`src/rtl/dsb_pkg.sv`:
```
package dsb_pkg;

    typedef enum logic [1:0] {
        PH_IDLE   = 2'd0,
        PH_SIGNAL = 2'd1,
        PH_WAIT   = 2'd2,
        PH_DONE   = 2'd3
    } phase_e;

    // Participant that signals participant i in round k.
    function automatic int sender_of(input int i, input int k, input int np);
        int off;
        off = (1 << k) % np;
        return (i - off + np) % np;
    endfunction

    // Participant that participant i signals in round k.
    function automatic int target_of(input int i, input int k, input int np);
        return (i + ((1 << k) % np)) % np;
    endfunction

endpackage

```
`src/rtl/dsb_part_fsm.sv`:
```
module dsb_part_fsm
    import dsb_pkg::*;
#(
    parameter int ROUNDS = 3,
    parameter int RW     = 2
) (
    input  logic                       clk,
    input  logic                       rst_n,
    input  logic                       arrive,
    input  logic [1:0][ROUNDS-1:0]     own_flags,
    output logic                       sig_en,
    output logic [RW-1:0]              sig_round,
    output logic                       sig_bank,
    output logic                       sig_value,
    output logic                       release_pulse,
    output logic                       busy
);

    localparam logic [RW-1:0] LAST_ROUND = RW'(ROUNDS - 1);

    typedef struct packed {
        phase_e        phase;
        logic [RW-1:0] round;
        logic          parity;
        logic          sense;
    } part_st_t;

    part_st_t st_d, st_q;
    logic     flag_seen;

    always_comb begin
        st_d          = st_q;
        sig_en        = 1'b0;
        release_pulse = 1'b0;
        flag_seen     = (own_flags[st_q.parity][st_q.round] != st_q.sense);
        case (st_q.phase)
            PH_IDLE: begin
                if (arrive) begin
                    st_d.phase = PH_SIGNAL;
                    st_d.round = '0;
                end
            end
            PH_SIGNAL: begin
                sig_en     = 1'b1;
                st_d.phase = PH_WAIT;
            end
            PH_WAIT: begin
                if (flag_seen) begin
                    if (st_q.round == LAST_ROUND) begin
                        st_d.phase = PH_DONE;
                    end else begin
                        st_d.round = st_q.round + 1'b1;
                        st_d.phase = PH_SIGNAL;
                    end
                end
            end
            PH_DONE: begin
                release_pulse = 1'b1;
                st_d.parity   = ~st_q.parity;
                st_d.sense    = st_q.sense ^ st_q.parity;
                st_d.round    = '0;
                st_d.phase    = PH_IDLE;
            end
            default: st_d.phase = PH_IDLE;
        endcase
    end

    always_ff @(posedge clk or negedge rst_n) begin
        if (!rst_n) begin
            st_q <= '{phase: PH_IDLE, round: '0, parity: 1'b0, sense: 1'b0};
        end else begin
            st_q <= st_d;
        end
    end

    assign sig_round = st_q.round;
    assign sig_bank  = st_q.parity;
    assign sig_value = ~st_q.sense;
    assign busy      = (st_q.phase != PH_IDLE);

endmodule

```
`src/rtl/dsb_flag_store.sv`:
```
module dsb_flag_store
    import dsb_pkg::*;
#(
    parameter int NUM_PART = 5,
    parameter int ROUNDS   = 3,
    parameter int RW       = 2
) (
    input  logic                                   clk,
    input  logic                                   rst_n,
    input  logic [NUM_PART-1:0]                    sig_en,
    input  logic [NUM_PART-1:0][RW-1:0]            sig_round,
    input  logic [NUM_PART-1:0]                    sig_bank,
    input  logic [NUM_PART-1:0]                    sig_value,
    output logic [1:0][NUM_PART-1:0][ROUNDS-1:0]   flags_o
);

    logic [1:0][NUM_PART-1:0][ROUNDS-1:0] flag_d, flag_q;
    logic [1:0][NUM_PART-1:0][ROUNDS-1:0] hit;
    logic [1:0][NUM_PART-1:0][ROUNDS-1:0] hit_val;

    // Every flag has exactly one writer: the sender for its round.
    for (genvar b = 0; b < 2; b++) begin : g_bank
        for (genvar j = 0; j < NUM_PART; j++) begin : g_owner
            for (genvar k = 0; k < ROUNDS; k++) begin : g_round
                localparam int WR = sender_of(j, k, NUM_PART);
                assign hit[b][j][k] = sig_en[WR]
                                    && (sig_round[WR] == RW'(k))
                                    && (sig_bank[WR] == 1'(b));
                assign hit_val[b][j][k] = sig_value[WR];
            end
        end
    end

    always_comb begin
        flag_d = flag_q;
        for (int b = 0; b < 2; b++) begin
            for (int j = 0; j < NUM_PART; j++) begin
                for (int k = 0; k < ROUNDS; k++) begin
                    if (hit[b][j][k]) begin
                        flag_d[b][j][k] = hit_val[b][j][k];
                    end
                end
            end
        end
    end

    always_ff @(posedge clk or negedge rst_n) begin
        if (!rst_n) begin
            flag_q <= '0;
        end else begin
            flag_q <= flag_d;
        end
    end

    assign flags_o = flag_q;

endmodule

```
`src/rtl/dissem_barrier.sv`:
```
module dissem_barrier
    import dsb_pkg::*;
#(
    parameter int NUM_PART = 5
) (
    input  logic                clk,
    input  logic                rst_n,
    input  logic [NUM_PART-1:0] arrive_i,
    output logic [NUM_PART-1:0] release_o
);

    localparam int ROUNDS = (NUM_PART < 2) ? 1 : $clog2(NUM_PART);
    localparam int RW     = (ROUNDS < 2) ? 1 : $clog2(ROUNDS);

    logic [NUM_PART-1:0]                  sig_en;
    logic [NUM_PART-1:0][RW-1:0]          sig_round;
    logic [NUM_PART-1:0]                  sig_bank;
    logic [NUM_PART-1:0]                  sig_value;
    logic [NUM_PART-1:0]                  busy_vec;
    logic [1:0][NUM_PART-1:0][ROUNDS-1:0] flags;
    logic [NUM_PART-1:0][1:0][ROUNDS-1:0] own_flags;

    dsb_flag_store #(
        .NUM_PART (NUM_PART),
        .ROUNDS   (ROUNDS),
        .RW       (RW)
    ) u_flags (
        .clk       (clk),
        .rst_n     (rst_n),
        .sig_en    (sig_en),
        .sig_round (sig_round),
        .sig_bank  (sig_bank),
        .sig_value (sig_value),
        .flags_o   (flags)
    );

    for (genvar i = 0; i < NUM_PART; i++) begin : g_part
        for (genvar b = 0; b < 2; b++) begin : g_view
            assign own_flags[i][b] = flags[b][i];
        end

        dsb_part_fsm #(
            .ROUNDS (ROUNDS),
            .RW     (RW)
        ) u_fsm (
            .clk           (clk),
            .rst_n         (rst_n),
            .arrive        (arrive_i[i]),
            .own_flags     (own_flags[i]),
            .sig_en        (sig_en[i]),
            .sig_round     (sig_round[i]),
            .sig_bank      (sig_bank[i]),
            .sig_value     (sig_value[i]),
            .release_pulse (release_o[i]),
            .busy          (busy_vec[i])
        );
    end

endmodule

```
`config.mk`:
```
export PLATFORM = sky130hd
export DESIGN_NAME = dissem_barrier
export DESIGN_NICKNAME = d
export VERILOG_FILES = /design/src/rtl/dsb_pkg.sv /design/src/rtl/dsb_part_fsm.sv /design/src/rtl/dsb_flag_store.sv /design/src/rtl/dissem_barrier.sv
export SDC_FILE = /design/constraint.sdc
export NUM_CORES = 1
export LEC_CHECK = 0
export ABC_AREA = 1
export ABC_CLOCK_PERIOD_IN_PS = 1800
export BUFFER_PORTS_ARGS = -buffer_cell sky130_fd_sc_hd__buf_2
export CAP_MARGIN = 0
export CORE_AREA = 2 2 82 84
export DETAILED_ROUTE_END_ITERATION = 10
export DIE_AREA = 0 0 84 86
export PLACE_DENSITY = 0.82
export SETUP_SLACK_MARGIN = 0.4
export SKIP_LAST_GASP = 1
export SLEW_MARGIN = 25
export SYNTH_ARGS = -nofsm -noshare
export SYNTH_HDL_FRONTEND = slang
export SYNTH_SLANG_ARGS = --single-unit
export TNS_END_PERCENT = 50
```
`constraint.sdc`:
```
create_clock -name clk -period 1.8 [get_ports clk]
set_input_delay 0.36 -clock clk [delete_from_list [all_inputs] [get_ports clk]]
set_output_delay 0.36 -clock clk [all_outputs]
set_load 0.01 [all_outputs]
```
==> summary.md, run 1 <==
| Metric | Value |
|---|---|
| Min cycle time layout | `1.399 ns` |
| DR DRC count | `0` |
| Largest fanout on the critical path | `8` |
| Wire length reported by the detailed router | `6525 µm` |
| Number of cells on the worst reg-to-reg path | `10` |
| Most used standard cells in the synthesized netlist | `sky130_fd_sc_hd__nand2_1 (125), sky130_fd_sc_hd__inv_1 (68), sky130_fd_sc_hd__dfrtp_1 (60)` |
| Seq cells post-synth | `60` |
| Proportion of power drawn by flip-flops and latches | `39.0%` |
| RSZ-0062 raised after global routing | `true` |
| Top cell type's share of synthesized area | `44.20%` |
| Total clock buffers created by CTS | `9` |
| Worst Max-Slew Pin Slew | `0.4306 ns` |
| Power Total | `6781 µW` |
| RD Place Congestion | `0.8228` |
| Via count of the first global-routing pass | `2537` |
| Design area | `3851 µm²` |
| Fin. Hold Viols | `0` |
| CTS H-tree depth | `3` |
| Row cnt | `29` |
| Number of routed nets with antenna violations | `0` |
| Cell types occupying the most area after synthesis | `sky130_fd_sc_hd__dfrtp_1 (44%), sky130_fd_sc_hd__nand2_1 (14%), sky130_fd_sc_hd__inv_1 (7.5%), sky130_fd_sc_hd__nand3_1 (7.4%), sky130_fd_sc_hd__ha_1 (5.5%)` |
| Clock skew | `0.004129 ns` |
| Count of final max-slew check failures | `0` |
| R2r endpoint | `g_part[2].u_fsm.sig_round[0]$_DFFE_PN0P_` |
| Via density per instance | `5.005` |
| Initial core utilization | `54.12%` |
| Count of synthesis-stage warnings from yosys | `0` |
| Global-route wire length before repair | `10900 µm` |
| Type of the worst min-delay path | `in -> async` |
| Met3 layer usage reported by global route | `3.754%` |
| Setup Crit Path Kind | `reg -> reg` |
| Max_cap viols | `0` |
| Net switching share of the total power | `44.77%` |
| Setup violations, final | `0` |
| Total via count after detailed routing | `2738` |
| Synth Instances | `443` |
| Achievable frequency | `714.6 MHz` |
| Clock Root Buffer | `sky130_fd_sc_hd__clkbuf_8` |
| Overflow left after global routing | `0` |
| Average cell area after synthesis | `7.668 µm²` |
| Aggregate global-route resource usage | `18.82%` |
| Fraction of layout cells with a size suffix above 1 | `19.57%` |
| Data required time of the critical path | `2.03 ns` |
| Number of synthesized flops with an enable pin | `0` |
| Clock Sinks | `60` |
| Power per standard cell area | `1761 nW/µm²` |
| Final Instance Count excl. Fillers | `547` |
| Floorplan die area | `7224 µm²` |
| Proportion of register bits with asynchronous set or reset after synthesis | `100.0%` |
| Mapped cell area | `3397 µm²` |
| Result of the run | `complete, no violations` |
| Sum of net half-perimeters after detailed placement | `4417 µm` |
| Period Utilization, post-route | `77.74%` |
| Kind of start point of the critical path | `register` |
| Library cell with the largest summed area after synthesis | `sky130_fd_sc_hd__dfrtp_1` |
| Die Y | `86 µm` |
| Signal arrival time at the worst endpoint | `1.63 ns` |
| Detailed router's first-iteration violation count | `182` |
| Die Wd | `84 µm` |
| Net count of the mapped netlist | `465` |
| Bufs on Longest Clock Path | `2` |
| Clock latency on the worst-skew pair | `0.34 ns` |
| Sequential area share after synthesis | `44.20%` |
| Final sum of negative setup slack | `0 ns` |
| Fraction of met2 tracks used by global routing | `30.11%` |
| Internal power contribution | `3745 µW` |
| Wirelength per Cell | `11.93 µm` |
| Worst-path clk slew | `0.06 ns` |
| Largest net degree at the start of global routing | `61` |
| Leakage power summed over all cells | `0.002014 µW` |
| Antenna violations before repair | `0` |
| Portion of total power attributed to combinational logic | `44.5%` |
| Area of the placeable core | `6277 µm²` |
| Peak supply drop | `1.020 mV` |
| Worst-case headroom to the max-slew limit | `71.18%` |
| Cell variety after synth | `20` |
| Synth-to-layout area growth | `13.37%` |
| Part of the power in the clock network | `16.6%` |
| Register-to-Register Setup Slack | `0.40 ns` |
| Commonest register cell after synthesis | `sky130_fd_sc_hd__dfrtp_1` |
| Placed cell area | `3450 µm²` |
| Final layout net count | `487` |
| Sw Pwr | `3036 µW` |
| Library cell with the highest instance count after synthesis | `sky130_fd_sc_hd__nand2_1` |
| Clock tree from TritonCTS | `built` |
| Crit end category | `register` |
| Diodes inserted | `0` |
| Worst-case hold slack | `0.008796 ns` |
| Cell count after placement | `517` |
| Fraction of met1 tracks used by global routing | `24.58%` |
| Fill cell count | `529` |
| Top Usage Layer GRT | `met2` |
| I/O pins | `12` |
| Worst flop-to-flop path startpoint | `g_part[2].u_fsm.sig_bank$_DFFE_PN0P_` |
| First-pass DRT Iterations | `4` |
| Quantity of I/O buffers inserted on ports | `11` |
## how the worst max path moves through the flow
stage,slack (ns),to,cells after the start,from
finish,0.40,g_part[2].u_fsm.sig_round[0]$_DFFE_PN0P_,10,g_part[2].u_fsm.sig_bank$_DFFE_PN0P_
global route,0.31,g_part[1].u_fsm.sig_round[1]$_DFFE_PN0P_,11,g_part[1].u_fsm.sig_bank$_DFFE_PN0P_
CTS,0.38,release_o[1],3,g_part[1].u_fsm.st_q[4]$_DFFE_PN0P_
detailed placement,0.38,g_part[2].u_fsm.sig_round[1]$_DFFE_PN0P_,9,g_part[2].u_fsm.sig_bank$_DFFE_PN0P_
global placement,0.40,g_part[2].u_fsm.sig_round[1]$_DFFE_PN0P_,9,g_part[2].u_fsm.sig_bank$_DFFE_PN0P_
floorplan,0.57,g_part[0].u_fsm.sig_round[0]$_DFFE_PN0P_,11,g_part[0].u_fsm.sig_bank$_DFFE_PN0P_
## per-stage QoR
step / util [%] / worst slack, ns
after floorplan: - / 0.5712
after global placement: 54.95 / 0.3989
after detailed placement: 54.95 / 0.3825
after CTS: 58.04 / 0.3793
after global routing: 61.35 / 0.3066
final: 61.35 / 0.4006
## cells in the final DEF, fill, tap and decap left out
cell type                  netlist  layout
sky130_fd_sc_hd__buf_12          0       1
sky130_fd_sc_hd__nand2_2         3      13
sky130_fd_sc_hd__clkbuf_8        0      12
sky130_fd_sc_hd__buf_4           6      14
sky130_fd_sc_hd__o21ai_0        34      34
sky130_fd_sc_hd__nand2_4         0       3
sky130_fd_sc_hd__dfrtp_2         0       9
sky130_fd_sc_hd__a21oi_1         4       2
sky130_fd_sc_hd__buf_2           2      10
sky130_fd_sc_hd__nand3_1        50      43
sky130_fd_sc_hd__a21oi_2         0       2
sky130_fd_sc_hd__clkbuf_1        1       3
sky130_fd_sc_hd__buf_6           5       1
sky130_fd_sc_hd__xor2_1          5       5
sky130_fd_sc_hd__inv_2           0       4
sky130_fd_sc_hd__dfrtp_1        60      51
sky130_fd_sc_hd__ha_1           15      15
sky130_fd_sc_hd__clkinv_4        0       2
sky130_fd_sc_hd__inv_1          68      64
sky130_fd_sc_hd__nand3_2        10      16
sky130_fd_sc_hd__nand3_4         0       1
sky130_fd_sc_hd__nand4_1        10      10
sky130_fd_sc_hd__clkinv_2        0       1
sky130_fd_sc_hd__nand2_1       125     112
sky130_fd_sc_hd__nor2_1         38      38
sky130_fd_sc_hd__nand3b_1        1       1
sky130_fd_sc_hd__inv_6           3       1
sky130_fd_sc_hd__inv_8           2       2
## kinds of logic after synthesis
logic type                 count (synthesis)  share of synthesized area [%]
and+or+nand+nor                          237                          30.94
buffers and inverters                     88                          12.45
adders and majority gates                 15                          5.525
xor gates and xnor gates                   5                          1.289
DFF                                       60                          44.20
AOI/OAI and AO/OA                         38                          5.598
## flip-flops by register name, indices dropped and copies added, names as in the netlist
register	flops
g_part.u_fsm.sig_bank	5
g_part.u_fsm.st_q	15
g_part.u_fsm.sig_round	10
u_flags.flags_o	30
## metal layers
layer | vias to the layer above | routed length (µm)
met2 | 29 | 3094
met4 | 0 | 136
met3 | 10 | 136
met5 | - | 0
met1 | 1263 | 3158
li1 | 1436 | -
## worst max-delay path, stage by stage (launching register included)
cell and delay (ns):
sky130_fd_sc_hd__dfrtp_2 0.50, sky130_fd_sc_hd__inv_8 0.10, sky130_fd_sc_hd__nand2_2 0.04, sky130_fd_sc_hd__a21oi_1 0.11, sky130_fd_sc_hd__nand2_1 0.10, sky130_fd_sc_hd__nand2_1 0.09
sky130_fd_sc_hd__nand2_2 0.06, sky130_fd_sc_hd__nand3_4 0.10, sky130_fd_sc_hd__nand3_2 0.09, sky130_fd_sc_hd__nand2_1 0.06, sky130_fd_sc_hd__nand2_1 0.04
## power by group through the flow
stage               combinational, µW  sequential, µW  clock (µW)
finish                           3020            2640        1120
global route                     3480            2740        1190
CTS                              2600            2620        1140
detailed placement               2570            2620           0
global placement                 2470            2610           0
floorplan                        2530            2230           0
## what timing repair did
action                                  in CTS  in global routing
resized for setup                            4                 38
setup buffers                                1                 13
cloned                                       0                  0
pin swaps                                    1                 11
hold buffers                                 0                  0
endpoints found under the setup margin       9                 22
## layout make-up
class                           count  area, µm²  area share [%]
Multi-Input combinational cell    295       1570           40.77
Clock buffer                       15      176.4           4.581
Timing Repair Buffer               26      186.4           4.841
Clock inverter                      1      5.005          0.1300
Inverter                           73      304.0           7.895
Sequential cell                    60       1513           39.28
Tap cell                           77      96.34           2.502
No activity file was read; power rests on OpenSTA's default activity.
==> inputs of run 2 (changes only) <==
ABC_CLOCK_PERIOD_IN_PS = 1100   (was 1800)
PLACE_DENSITY = 0.84   (was 0.82)
clock period = 1.1 ns   (was 1.8 ns; I/O delays follow)
==> summary.md, run 2 (same netlist as run 1, synthesis figures left out) <==
| Metric | Value |
|---|---|
| Result of the run | `finished with violations` |
| Violations in the final reports | `negative hold slack, negative setup slack` |
| Data required time of the critical path | `1.35 ns` |
| Clock tree from TritonCTS | `built` |
| Worst Max-Slew Pin Slew | `0.3240 ns` |
| Largest stage delay on the critical path | `0.47 ns` |
| Detailed router's first-iteration violation count | `256` |
| Overflow left after global routing | `0` |
| Total clock buffers created by CTS | `9` |
| First-pass DRT Iterations | `5` |
| Placed cell area | `3895 µm²` |
| RSZ-0062 raised after global routing | `true` |
| Worst-case headroom to the max-slew limit | `78.40%` |
| Synth-to-layout area growth | `50.13%` |
| Slowest stage cell, crit path | `sky130_fd_sc_hd__dfrtp_2` |
| Die Y | `86 µm` |
| Antenna violations before repair | `0` |
| Final layout net count | `570` |
| Post-route worst setup slack | `-0.3550 ns` |
| Floorplan die area | `7224 µm²` |
| CP bufs+invs | `1` |
| Clock skew | `0.01032 ns` |
| CTS H-tree depth | `3` |
| Top library cells by usage in the layout, fill and taps aside | `sky130_fd_sc_hd__nand2_1 (81), sky130_fd_sc_hd__buf_4 (73), sky130_fd_sc_hd__inv_1 (53), sky130_fd_sc_hd__dfrtp_1 (48), sky130_fd_sc_hd__nand2_2 (41)` |
| Final sum of negative setup slack | `-9.911 ns` |
| Setup violations, final | `63` |
| Row cnt | `29` |
| Worst slack, placed | `-0.3157 ns` |
| Critical path, cell by cell | `clkinv_4 -> nand2_4 -> nand3_2 -> nand2_1 -> nand2_2 -> nand2_2 -> nand2_2 -> nand3_4 -> nand3_2 -> nand2_1 -> nand2_1` |
| Die Wd | `84 µm` |
| Power per standard cell area | `3132 nW/µm²` |
| Leakage power summed over all cells | `0.002533 µW` |
| Via count of the first global-routing pass | `3161` |
| Register-to-Register Setup Slack | `-0.36 ns` |
| Wirelength per Cell | `16.43 µm` |
| Aggregate global-route resource usage | `23.14%` |
| Number of routed nets with antenna violations | `0` |
| Bufs on Longest Clock Path | `2` |
| Total via count after detailed routing | `3504` |
| Worst-path clk slew | `0.07 ns` |
| Max reg flops | `30` |
| Min cycle time layout | `1.455 ns` |
| Clock Sinks | `60` |
| Setup Crit Path Kind | `reg -> reg` |
| Kind of start point of the critical path | `register` |
| Sum of net half-perimeters after detailed placement | `4881 µm` |
| Global-route wire length before repair | `13310 µm` |
| Period Utilization, post-route | `132.3%` |
| Signal arrival time at the worst endpoint | `1.71 ns` |
| Largest net degree at the start of global routing | `61` |
| Crit end category | `register` |
| Initial core utilization | `54.12%` |
| Wire length reported by the detailed router | `10350 µm` |
| Max_cap viols | `0` |
| Clock latency on the worst-skew pair | `0.36 ns` |
| Achievable frequency | `687.3 MHz` |
| Via density per instance | `5.562` |
| RD Place Congestion | `0.8353` |
| Clock Root Buffer | `sky130_fd_sc_hd__clkbuf_8` |
| Area of the placeable core | `6277 µm²` |
| I/O pins | `12` |
| Worst flop-to-flop path startpoint | `g_part[3].u_fsm.sig_bank$_DFFE_PN0P_` |
| Fraction of layout cells with a size suffix above 1 | `49.19%` |
| Design area | `5100 µm²` |
| R2r endpoint | `g_part[3].u_fsm.sig_round[0]$_DFFE_PN0P_` |
| Fin. Hold Viols | `60` |
| Most frequent standard cell in the layout excluding fill and tap cells | `sky130_fd_sc_hd__nand2_1` |
| Final cell utilization of the core | `81.24%` |
| Worst-case hold slack | `-0.1586 ns` |
| Count of final max-slew check failures | `0` |
| Diodes inserted | `0` |
| Quantity of I/O buffers inserted on ports | `11` |
| Peak supply drop | `1.948 mV` |
| CP delay by family, top | `simple AND/OR/NAND/NOR gates` |
| Power Total | `15970 µW` |
| Type of the worst min-delay path | `in -> async` |
| DR DRC count | `0` |
| Number of cells on the worst reg-to-reg path | `11` |
| Largest fanout on the critical path | `7` |
[run 2: cell types whose count changed in the layout (fill, tap and decap cells not counted), sizes merged]
cell      change
inv           -1
buf          +83
clkinvlp      +1
clkinv        +1
bufinv        +1
clkbuf        -2
[run 2: worst max path at each step]
stage,slack (ns),from,endpoint,cells after the start
after floorplan,-0.12,g_part[0].u_fsm.sig_bank$_DFFE_PN0P_,g_part[0].u_fsm.sig_round[0]$_DFFE_PN0P_,11
after global placement,-0.27,g_part[0].u_fsm.sig_bank$_DFFE_PN0P_,g_part[0].u_fsm.sig_round[0]$_DFFE_PN0P_,9
after detailed placement,-0.32,g_part[0].u_fsm.sig_bank$_DFFE_PN0P_,g_part[0].u_fsm.sig_round[0]$_DFFE_PN0P_,9
after CTS,-0.24,g_part[3].u_fsm.sig_bank$_DFFE_PN0P_,g_part[3].u_fsm.sig_round[0]$_DFFE_PN0P_,10
after global routing,-0.47,g_part[1].u_fsm.sig_bank$_DFFE_PN0P_,g_part[1].u_fsm.sig_round[1]$_DFFE_PN0P_,10
final,-0.36,g_part[3].u_fsm.sig_bank$_DFFE_PN0P_,g_part[3].u_fsm.sig_round[0]$_DFFE_PN0P_,11
[run 2: cell type report]
cell class	count	area, µm²
Fill cell	339	1177
Sequential cell	60	1516
Clock buffer	13	178.9
Inverter	73	319.1
Clock inverter	3	42.54
Multi-Input combinational cell	295	2028
Timing Repair Buffer	109	918.4
Tap cell	77	96.34
[run 2: worst register-to-register path, delay by kind of cell, from the launching register on]
kind	cells	cell delay (ns)
flops	1	0.47
simple gates	10	0.76
buf+inv	1	0.12
[run 2: through the flow]
stage / cells / hold WS, ns
after global routing: 630 / -0.1130
after detailed placement: 564 / 0.2489
after global placement: 564 / 0.2467
final: 630 / -0.1586
after CTS: 611 / -0.1295
after floorplan: 443 / -0.07559
[run 2: repair_timing]
action,4_1_cts,5_1_grt
setup buffers,31,19
pin swaps,18,33
resized for setup,62,120
hold endpoints to repair,60,60
setup endpoints to repair,65,65
[run 2: power by group]
group | switching (µW) | internal (µW)
registers | 1180 | 3190
clock network | 949 | 1290
logic | 5060 | 4310
total | 7180 | 8790
[run 2: metal layers]
metal | share of wire, % | vias up | global-route usage [%]
met1 | 38 | 1677 | 26.95
met3 | 4.4 | 61 | 4.042
li1 | - | 1606 | -
met4 | 5.2 | 0 | 13.64
met5 | 0 | - | 0
met2 | 52 | 160 | 40.22
